File: src/rtl/mbl_pkg.sv
package mbl_pkg;

    typedef enum logic [1:0] {
        ST_IDLE   = 2'd0,
        ST_FETCH  = 2'd1,
        ST_UNPACK = 2'd2
    } mbl_state_e;

    typedef enum logic [1:0] {
        TGT_LOCK  = 2'd0,
        TGT_ACC   = 2'd1,
        TGT_RELOC = 2'd2
    } mbl_target_e;

    localparam int ITEM_MAX_W = 11;

    typedef struct packed {
        logic                  ok;
        mbl_target_e           tgt;
        logic [4:0]            width;
        logic [ITEM_MAX_W-1:0] dmask;
        logic [3:0]            last_item;
    } mbl_cfg_t;

endpackage

File: src/rtl/mbl_decode.sv
module mbl_decode
    import mbl_pkg::*;
(
    input  logic [2:0] sel,
    input  logic       opt_lock4,
    input  logic       opt_wide,
    output mbl_cfg_t   cfg
);
    always_comb begin
        cfg = '{ok: 1'b0, tgt: TGT_LOCK, width: 5'd2, dmask: '0, last_item: 4'd15};
        unique case (sel)
            3'd1: cfg = '{ok: 1'b1, tgt: TGT_LOCK, width: 5'd2,
                          dmask: 11'h003, last_item: 4'd15};
            3'd2: cfg = '{ok: 1'b1, tgt: TGT_ACC, width: 5'd2,
                          dmask: 11'h003, last_item: 4'd15};
            3'd3: cfg = '{ok: opt_lock4, tgt: TGT_LOCK, width: 5'd4,
                          dmask: 11'h00F, last_item: 4'd7};
            3'd4: cfg = '{ok: 1'b1, tgt: TGT_RELOC, width: 5'd8,
                          dmask: 11'h0FF, last_item: 4'd3};
            3'd5: cfg = '{ok: opt_wide, tgt: TGT_RELOC, width: 5'd16,
                          dmask: 11'h7FF, last_item: 4'd1};
            default: cfg.ok = 1'b0;
        endcase
    end
endmodule

File: src/rtl/mbl_unpack.sv
module mbl_unpack
    import mbl_pkg::*;
(
    input  logic [31:0]            word,
    input  logic [4:0]             width,
    input  logic [ITEM_MAX_W-1:0]  dmask,
    output logic [31:0]            rotated,
    output logic [ITEM_MAX_W-1:0]  item
);
    always_comb begin
        unique case (width)
            5'd2:    rotated = {word[29:0], word[31:30]};
            5'd4:    rotated = {word[27:0], word[31:28]};
            5'd8:    rotated = {word[23:0], word[31:24]};
            5'd16:   rotated = {word[15:0], word[31:16]};
            default: rotated = word;
        endcase
        item = rotated[ITEM_MAX_W-1:0] & dmask;
    end
endmodule

File: src/rtl/mbl_map_array.sv
module mbl_map_array #(
    parameter int DEPTH = 32,
    parameter int DW    = 4,
    localparam int IW   = $clog2(DEPTH)
) (
    input  logic          clk,
    input  logic          rst_n,
    input  logic          we,
    input  logic [IW-1:0] waddr,
    input  logic [DW-1:0] wdata,
    input  logic [IW-1:0] raddr,
    output logic [DW-1:0] rdata
);
    logic [DW-1:0] mem_q [DEPTH];

    for (genvar g = 0; g < DEPTH; g++) begin : g_entry
        always_ff @(posedge clk or negedge rst_n) begin
            if (!rst_n) begin
                mem_q[g] <= '0;
            end else if (we && (waddr == IW'(g))) begin
                mem_q[g] <= wdata;
            end
        end
    end

    assign rdata = mem_q[raddr];
endmodule

File: src/rtl/mbl_loader.sv
module mbl_loader
    import mbl_pkg::*;
#(
    parameter int PTR_W     = 16,
    parameter int CNT_W     = 8,
    parameter int LOCK_DEPTH  = 32,
    parameter int ACC_DEPTH   = 32,
    parameter int RELOC_DEPTH = 64,
    localparam int LOCK_IW  = $clog2(LOCK_DEPTH),
    localparam int ACC_IW   = $clog2(ACC_DEPTH),
    localparam int RELOC_IW = $clog2(RELOC_DEPTH),
    localparam int IDX_W    = (LOCK_IW > ACC_IW)
                              ? ((LOCK_IW > RELOC_IW) ? LOCK_IW : RELOC_IW)
                              : ((ACC_IW > RELOC_IW) ? ACC_IW : RELOC_IW)
) (
    input  logic             clk,
    input  logic             rst_n,
    input  logic             start,
    input  logic [2:0]       map_sel,
    input  logic             opt_lock4,
    input  logic             opt_wide,
    input  logic [PTR_W-1:0] ptr_in,
    input  logic [IDX_W-1:0] idx_in,
    input  logic [CNT_W-1:0] cnt_in,
    output logic             mem_req,
    output logic [PTR_W-1:0] mem_addr,
    input  logic             mem_ack,
    input  logic [31:0]      mem_rdata,
    input  logic             mem_err,
    output logic             busy,
    output logic             done,
    output logic             fault,
    output logic             trap,
    output logic             wb_valid,
    output logic [PTR_W-1:0] wb_ptr,
    output logic [IDX_W-1:0] wb_idx,
    output logic [CNT_W-1:0] wb_cnt,
    input  logic [IDX_W-1:0] rd_idx,
    output logic [3:0]       rd_wlk,
    output logic [1:0]       rd_acc,
    output logic [10:0]      rd_rel
);
    localparam logic [IDX_W-1:0] LOCK_MASK  = IDX_W'(LOCK_DEPTH - 1);
    localparam logic [IDX_W-1:0] ACC_MASK   = IDX_W'(ACC_DEPTH - 1);
    localparam logic [IDX_W-1:0] RELOC_MASK = IDX_W'(RELOC_DEPTH - 1);

    typedef struct packed {
        mbl_state_e         state;
        mbl_cfg_t           cfg;
        logic [PTR_W-1:0]   ptr;
        logic [IDX_W-1:0]   idx;
        logic [CNT_W-1:0]   cnt;
        logic [31:0]        word;
        logic [3:0]         item;
        logic               done;
        logic               fault;
        logic               trap;
        logic               wbv;
    } regs_t;

    regs_t r_q, r_d;

    mbl_cfg_t              cfg_new;
    logic [31:0]           rot;
    logic [ITEM_MAX_W-1:0] item_val;
    logic                  we_lock, we_acc, we_reloc;

    function automatic logic [IDX_W-1:0] idx_mask(input mbl_target_e t);
        unique case (t)
            TGT_LOCK:  return LOCK_MASK;
            TGT_ACC:   return ACC_MASK;
            default:   return RELOC_MASK;
        endcase
    endfunction

    mbl_decode u_decode (
        .sel       (map_sel),
        .opt_lock4 (opt_lock4),
        .opt_wide  (opt_wide),
        .cfg       (cfg_new)
    );

    mbl_unpack u_unpack (
        .word    (r_q.word),
        .width   (r_q.cfg.width),
        .dmask   (r_q.cfg.dmask),
        .rotated (rot),
        .item    (item_val)
    );

    always_comb begin
        r_d       = r_q;
        r_d.done  = 1'b0;
        r_d.fault = 1'b0;
        r_d.trap  = 1'b0;
        r_d.wbv   = 1'b0;
        we_lock   = 1'b0;
        we_acc    = 1'b0;
        we_reloc  = 1'b0;

        unique case (r_q.state)
            ST_IDLE: begin
                if (start) begin
                    if (cfg_new.ok) begin
                        r_d.cfg   = cfg_new;
                        r_d.ptr   = ptr_in;
                        r_d.idx   = idx_in & idx_mask(cfg_new.tgt);
                        r_d.cnt   = cnt_in;
                        r_d.state = ST_FETCH;
                    end else begin
                        r_d.trap = 1'b1;
                    end
                end
            end
            ST_FETCH: begin
                if (mem_ack) begin
                    if (mem_err) begin
                        r_d.fault = 1'b1;
                        r_d.state = ST_IDLE;
                    end else begin
                        r_d.word  = mem_rdata;
                        r_d.item  = '0;
                        r_d.state = ST_UNPACK;
                    end
                end
            end
            ST_UNPACK: begin
                we_lock  = (r_q.cfg.tgt == TGT_LOCK);
                we_acc   = (r_q.cfg.tgt == TGT_ACC);
                we_reloc = (r_q.cfg.tgt == TGT_RELOC);
                r_d.word = rot;
                r_d.idx  = (r_q.idx + 1'b1) & idx_mask(r_q.cfg.tgt);
                r_d.item = r_q.item + 1'b1;
                if (r_q.item == r_q.cfg.last_item) begin
                    r_d.ptr = r_q.ptr + 1'b1;
                    r_d.cnt = r_q.cnt - 1'b1;
                    r_d.wbv = 1'b1;
                    if (r_q.cnt == CNT_W'(1)) begin
                        r_d.done  = 1'b1;
                        r_d.state = ST_IDLE;
                    end else begin
                        r_d.state = ST_FETCH;
                    end
                end
            end
            default: r_d.state = ST_IDLE;
        endcase
    end

    always_ff @(posedge clk or negedge rst_n) begin
        if (!rst_n) begin
            r_q       <= '0;
            r_q.state <= ST_IDLE;
        end else begin
            r_q <= r_d;
        end
    end

    mbl_map_array #(.DEPTH(LOCK_DEPTH), .DW(4)) u_lock (
        .clk   (clk),
        .rst_n (rst_n),
        .we    (we_lock),
        .waddr (r_q.idx[LOCK_IW-1:0]),
        .wdata (item_val[3:0]),
        .raddr (rd_idx[LOCK_IW-1:0]),
        .rdata (rd_wlk)
    );

    mbl_map_array #(.DEPTH(ACC_DEPTH), .DW(2)) u_acc (
        .clk   (clk),
        .rst_n (rst_n),
        .we    (we_acc),
        .waddr (r_q.idx[ACC_IW-1:0]),
        .wdata (item_val[1:0]),
        .raddr (rd_idx[ACC_IW-1:0]),
        .rdata (rd_acc)
    );

    mbl_map_array #(.DEPTH(RELOC_DEPTH), .DW(11)) u_reloc (
        .clk   (clk),
        .rst_n (rst_n),
        .we    (we_reloc),
        .waddr (r_q.idx[RELOC_IW-1:0]),
        .wdata (item_val),
        .raddr (rd_idx[RELOC_IW-1:0]),
        .rdata (rd_rel)
    );

    assign mem_req  = (r_q.state == ST_FETCH);
    assign mem_addr = r_q.ptr;
    assign busy     = (r_q.state != ST_IDLE);
    assign done     = r_q.done;
    assign fault    = r_q.fault;
    assign trap     = r_q.trap;
    assign wb_valid = r_q.wbv;
    assign wb_ptr   = r_q.ptr;
    assign wb_idx   = r_q.idx;
    assign wb_cnt   = r_q.cnt;
endmodule

File: config.mk
export PLATFORM = sky130hd
export DESIGN_NAME = mbl_loader
export DESIGN_NICKNAME = d
export VERILOG_FILES = /design/src/rtl/mbl_pkg.sv /design/src/rtl/mbl_decode.sv /design/src/rtl/mbl_unpack.sv /design/src/rtl/mbl_map_array.sv /design/src/rtl/mbl_loader.sv
export SDC_FILE = /design/constraint.sdc
export NUM_CORES = 2
export LEC_CHECK = 0
export BUFFER_PORTS_ARGS = -buffer_cell sky130_fd_sc_hd__buf_2
export CAP_MARGIN = 20
export CORE_UTILIZATION = 62
export DETAILED_ROUTE_END_ITERATION = 8
export GPL_ROUTABILITY_DRIVEN = 1
export PLACE_DENSITY = 0.83
export SYNTH_ARGS = -nofsm -noshare
export SYNTH_HDL_FRONTEND = slang
export SYNTH_SLANG_ARGS = --single-unit
export TNS_END_PERCENT = 50
File: constraint.sdc
create_clock -name clk -period 2.6 [get_ports clk]
set_input_delay 0 -clock clk [delete_from_list [all_inputs] [get_ports clk]]
set_output_delay 0 -clock clk [all_outputs]
set_load 0.03 [all_outputs]
Word-level counts from Yosys, hierarchy flattened
Index checks and enable logic that the tools add are counted.
{"block": "classes", "addsub": 4, "n_mul": 0, "div_mod_pow": 0, "order_cmp": 2, "eq_ne": 116, "n_shift": 0, "n_mux": 45, "bitwise": 5, "reduce_logical": 145}
{"cell": "6-bit equality test (second input constant)", "count": 32}
{"cell": "1-bit logical AND", "count": 128}
{"cell": "32-bit case mux with 4 select lines", "count": 1}
{"cell": "55-bit 2-to-1 mux", "count": 2}
{"cell": "22-bit case mux with 5 select lines", "count": 1}
{"cell": "6-bit by 5-bit equality test with 1-bit output (second input constant)", "count": 16}
{"cell": "5-bit equality test (second input constant)", "count": 17}
{"cell": "36-bit 2-to-1 mux", "count": 2}
{"cell": "36-bit case mux with 2 select lines", "count": 1}
{"cell": "11-bit binary-select mux with 6-bit select", "count": 1}
{"cell": "30-bit case mux with 2 select lines", "count": 1}
{"cell": "6-bit by 4-bit equality test with 1-bit output (second input constant)", "count": 8}
{"cell": "5-bit by 4-bit equality test with 1-bit output (second input constant)", "count": 9}
{"cell": "6-bit 2-to-1 mux", "count": 6}
{"cell": "5-bit by 3-bit equality test with 1-bit output (second input constant)", "count": 5}
{"cell": "6-bit by 3-bit equality test with 1-bit output (second input constant)", "count": 4}
{"cell": "11-bit 2-to-1 mux", "count": 2}
{"cell": "4-bit binary-select mux with 5-bit select", "count": 1}
{"cell": "16-bit by 1-bit adder with 16-bit output (second input constant)", "count": 1}
{"cell": "16-bit 2-to-1 mux", "count": 1}
{"cell": "5-bit by 2-bit equality test with 1-bit output (second input constant)", "count": 3}
{"cell": "1-bit 2-to-1 mux", "count": 15}
{"cell": "6-bit AND", "count": 2}
{"cell": "6-bit by 2-bit equality test with 1-bit output (second input constant)", "count": 2}
{"cell": "other kinds (34)", "count": 56}
{"block": "totals", "ff_bits": 991, "latch_bits": 0, "ram_bits": 0, "rom_bits": 0, "inputBits": 78, "out_inout_bits": 69, "wordCells": 461, "memories": 0}

Logic depth before layout (Yosys ltp)
{"block": "logic_depth", "ltp_word": 12, "mapped_depth": 9, "ltp_nobuf": 7}

Hierarchy
From an unflattened synthesis, not the netlist that was laid out.
{"block": "hier_totals", "hier_cells": 3565, "hier_area_um2": 48186.2}
{"mod": "mbl_map_array at u_reloc", "instances": 1, "cells_each": 2113, "area_per_inst_um2": 32292.2, "seq_area_each_um2": 17616.9}
{"mod": "mbl_map_array at u_lock", "instances": 1, "cells_each": 370, "area_per_inst_um2": 5943.2, "seq_area_each_um2": 3203.1}
{"mod": "mbl_loader", "instances": 1, "cells_each": 556, "area_per_inst_um2": 4984.8, "seq_area_each_um2": 2352.3}
{"mod": "mbl_map_array at u_acc", "instances": 1, "cells_each": 256, "area_per_inst_um2": 3213.1, "seq_area_each_um2": 1601.5}
{"mod": "mbl_unpack", "instances": 1, "cells_each": 240, "area_per_inst_um2": 1566.5, "seq_area_each_um2": 0.0}
{"mod": "mbl_decode", "instances": 1, "cells_each": 30, "area_per_inst_um2": 186.4, "seq_area_each_um2": 0.0}

Worst setup path after synthesis
No wires, ideal clock.
{"block": "synth_path", "path_type": "input to output", "from": "in rd_idx[1]", "to": "out rd_rel[0]", "arrival_ps": 2239, "t_required_ps": 2600, "setup_slack_ps": 361, "cell_stages": 8, "n_path_buf": 5, "cell_sequence": "buf_4 > buf_4 > buf_2 > buf_4 > buf_4 > nand2_1 > o221ai_1 > o41ai_1"}
{"block": "synth_between", "elab_chain_cells": 4}
{"element": "start: declaration", "line_no": "mbl_loader.sv:38", "rtl": "input logic [IDX_W-1:0] rd_idx,"}
{"element": "6-bit NOT with 7-bit output (not written as such)", "line_no": "mbl_map_array.sv:26", "rtl": "assign rdata = mem_q[raddr];"}
{"element": "11-bit binary-select mux with 6-bit select", "line_no": "mbl_map_array.sv:26"}
{"element": "11-bit 2-to-1 mux (not written as such) (2 in a row)", "line_no": "mbl_map_array.sv:26"}
{"element": "end: declaration", "line_no": "mbl_loader.sv:41", "rtl": "output logic [10:0] rd_rel"}
No other way between the ends. The select of a mux whose other input is x is not followed.

Worst setup path after layout
{"block": "layout_path", "from": "reg u_reloc.mem_q[275] (netlist name)", "to": "out rd_rel[0]"}
{"block": "layout_between", "elab_chain_cells": 3}
{"element": "start: declaration", "line_no": "mbl_map_array.sv:14", "rtl": "logic [DW-1:0] mem_q [DEPTH];"}
{"element": "start signal: indexed assignment", "line_no": "mbl_map_array.sv:21", "rtl": "mem_q[g] <= wdata;"}
{"element": "11-bit binary-select mux with 6-bit select", "line_no": "mbl_map_array.sv:26"}
{"element": "11-bit 2-to-1 mux (not written as such) (2 in a row)", "line_no": "mbl_map_array.sv:26"}
No other way between the ends. The select of a mux whose other input is x is not followed.

==> metrics.cfg <==
[timing]
period_share_pct=105
drv_slew=0
layout_setup_ws_ns=-0.137
setup_violations=9
rsz0062_at_grt=yes
slew_headroom_pct=33.3
skew_ns=0.0302
fin_setup_tns_ns=-0.631
hold_viol=0
period_minus_slack_ns=2.74
worst_pin_slew_ns=0.996
fmax_ghz=0.365
hold_slack_ns=0.0883

[final_layout]
final_util_pct=71.6
nets=4460
finalNonFillerCells=5408
syn2layout_area_growth_pct=14.1
finish.instance_area_mm2=0.0513
drive_above_1_share_pct=18.6

[worst_setup_path]
ff2ff_setup_slack_ns=0.09
crit_slowest_cell=mux4_2
critPathArrivalTime_ns=2.74
cp-start-kind=flop
worstSetupPathType=reg2out
cp.required_ns=2.60
cp_cell_sequence=mux4_2 -> a221oi_4 -> o21ai_2 -> nand4_1 -> o41ai_2 -> buf_4
cpPeakStageDelay_ns=0.53
endpoint_kind=primary output
crit_buf_inv=1
crit_family=compound AO/OA/AOI/OAI gates
crit_fanout=2

[synthesis]
synth_top_area_cell=dfrtp_1
yosysMostFrequentCell=nand2_1
synthTopCellsByArea=dfrtp_1 55%, mux4_2 12%, o21ai_0 9.8%, nand2_1 8.9%, clkbuf_1 2.0%
synth_top_area_share_pct=54.5
yosysUniqueCellTypes=66
synthTopCellsByCount=1068 x nand2_1, 979 x dfrtp_1, 884 x o21ai_0, 237 x clkbuf_1, 231 x mux4_2
yosys_warnings=0
synthArstFlopShare_pct=100
yosys_register_bits=979
synth_cells=4257
ys.flop_type=dfrtp_1
syn_area_mm2=0.0449
syn_nets=4345
synth-edff-count=0
yosysSeqAreaShare_pct=54.5
syn_area_per_cell_um2=10.6

[routing]
via_per_inst=6.73
drt-initial-drc-count=4817
firstDrtPassIters=8
routed_wl_um=131000
wire_per_inst_um=24.3
vias=36400
drc=0
ant_nets=0

[power_and_ir_drop]
internal_power_mw=29.3
combPwrFrac_pct=29.2
total_leakage_power_nw=22.5
p_sw_share_pct=36.9
vdd_drop_max_mv=1.13
clockPowerShare_pct=30.5
p_sw_mw=17.1
power_density_mw_per_mm2=905
power.share.sequential_pct=40.4

[global_route]
track_usage_pct=36.6
grt_pass1_wl_um=209000
overflow=0
grt_max_degree=91
first_global_vias=37000
antenna_found_initial=5

[floorplanning]
ioPinCount=147
die_w_um=271
dieArea_mm2=0.0736
coreArea_mm2=0.0716
rows=98
initial_core_util_pct=62.8
die_y_um=271

[clocking]
cts_root_buffer=clkbuf_16
clkLatencyLatePin_ns=0.67
clkTransAtPathRegs_ns=0.06
cts_buffers=97
htree_levels=3
cts_tree=built
clockBufferDepth=3
cts_sinks=979

[placement]
port_buffers=146
routabilityCongestion=1.00
hpwl_um=80200
placed_area_mm2=0.0470
placed_cells=5143

[run_status]
failed_checks=negative setup slack
outcome=complete, but fails checks

[flow_run]
drv_cap=0

[min_path]
hold_class=in2reg

==> worst reg2reg max path, cell delays in order (launching register included) <==
cell      delay (ns)
dfrtp_1         0.47
inv_1           0.12
ha_1            0.18
nand2b_1        0.12
nor2_1          0.79
nand2_1         0.14
buf_4           0.27
nand2_1         0.13
o21ai_0         0.14
==> timing repair <==
action | 4_1_cts | 5_1_grt
pin swaps | 3 | 9
endpoints found under the setup margin | 11 | 68
hold endpoints to repair | 819 | 0
resized for setup | 30 | 18
cloned | 0 | 0
buffers inserted | 0 | 1
hold buffers | 79 | 0
==> power groups by stage <==
stage          combinational, mW  clock [mW]  sequential [mW]
4_1_cts                     13.1        14.2             18.6
3_5_place_dp                12.8           0             18.9
2_1_floorplan               8.87           0             18.3
3_3_place_gp                12.4           0             18.8
6_report                    13.5        14.1             18.7
5_1_grt                     14.4        14.8             18.9
==> cells in the final DEF (no fill, tap or decap), types with 29 or more instances in the layout <==
master and n:
mux2i_1 41, dlygate4sd3_1 78, buf_4 160, dfrtp_1 979
mux4_2 231, o22ai_1 29, a22oi_1 61, nor2_1 65
clkbuf_16 99, buf_12 46, a21oi_1 74, o21ai_0 875
nand2_1 1068, buf_2 138, o21ai_1 57
==> per-layer routing <==
metal / up-vias / GRT usage, % / wire length [µm]
met5: - / 0 / 40
met4: 6 / 22.4 / 9540
met3: 682 / 8.73 / 14000
met2: 2468 / 57.0 / 61300
met1: 18000 / 47.0 / 46500
li1: 15200 / - / -
==> registers in the layout, indices dropped and copies added (netlist names) <==
name           cells
wb_valid           1
trap               1
fault              1
wb_idx             6
done               1
mem_addr          16
r_q               49
wb_cnt             8
u_reloc.mem_q    704
u_lock.mem_q     128
u_acc.mem_q       64
==> cells by family after synthesis <==
kind of cell / Yosys count / synth area share (%)
buffers and inverters: 439 / 4.80
adders and majority gates: 10 / 0.278
muxes: 301 / 13.2
DFF: 979 / 54.5
xor gates and xnor gates: 7 / 0.136
AOI/OAI and AO/OA: 1238 / 15.4
and+or+nand+nor: 1283 / 11.7
==> area by class of cell <==
cell class | instances | area [µm²]
Sequential cell | 979 | 24500
Fill cell | 4525 | 20300
Multi-Input combinational cell | 2839 | 18600
Timing Repair Buffer | 428 | 3690
Clock buffer | 140 | 2860
Tap cell | 950 | 1190
Clock inverter | 43 | 374
Inverter | 27 | 101
Antenna cell | 2 | 5.00
==> final timing paths <==
kind	depth (start not counted)	endpoint	from
min in group asynchronous	3	u_lock.mem_q[73]	rst_n
setup reg to reg	8	u_reloc.mem_q[603]	wb_idx[1]
setup / recovery	6	rd_rel[0]	u_reloc.mem_q[275]
hold / removal	4	trap	opt_lock4
hold reg to reg	2	u_lock.mem_q[91]	u_lock.mem_q[91]
max in group asynchronous	4	u_reloc.mem_q[287]	rst_n
==> through the flow <==
stage	setup slack [ns]	total power, mW
final	-0.137	46.4
after detailed placement	0.109	31.6
after global routing	-0.189	48.1
after CTS	-0.0526	45.9
after floorplan	0.361	27.1
after global placement	0.210	31.2
Power figures use the tool's default switching activity.
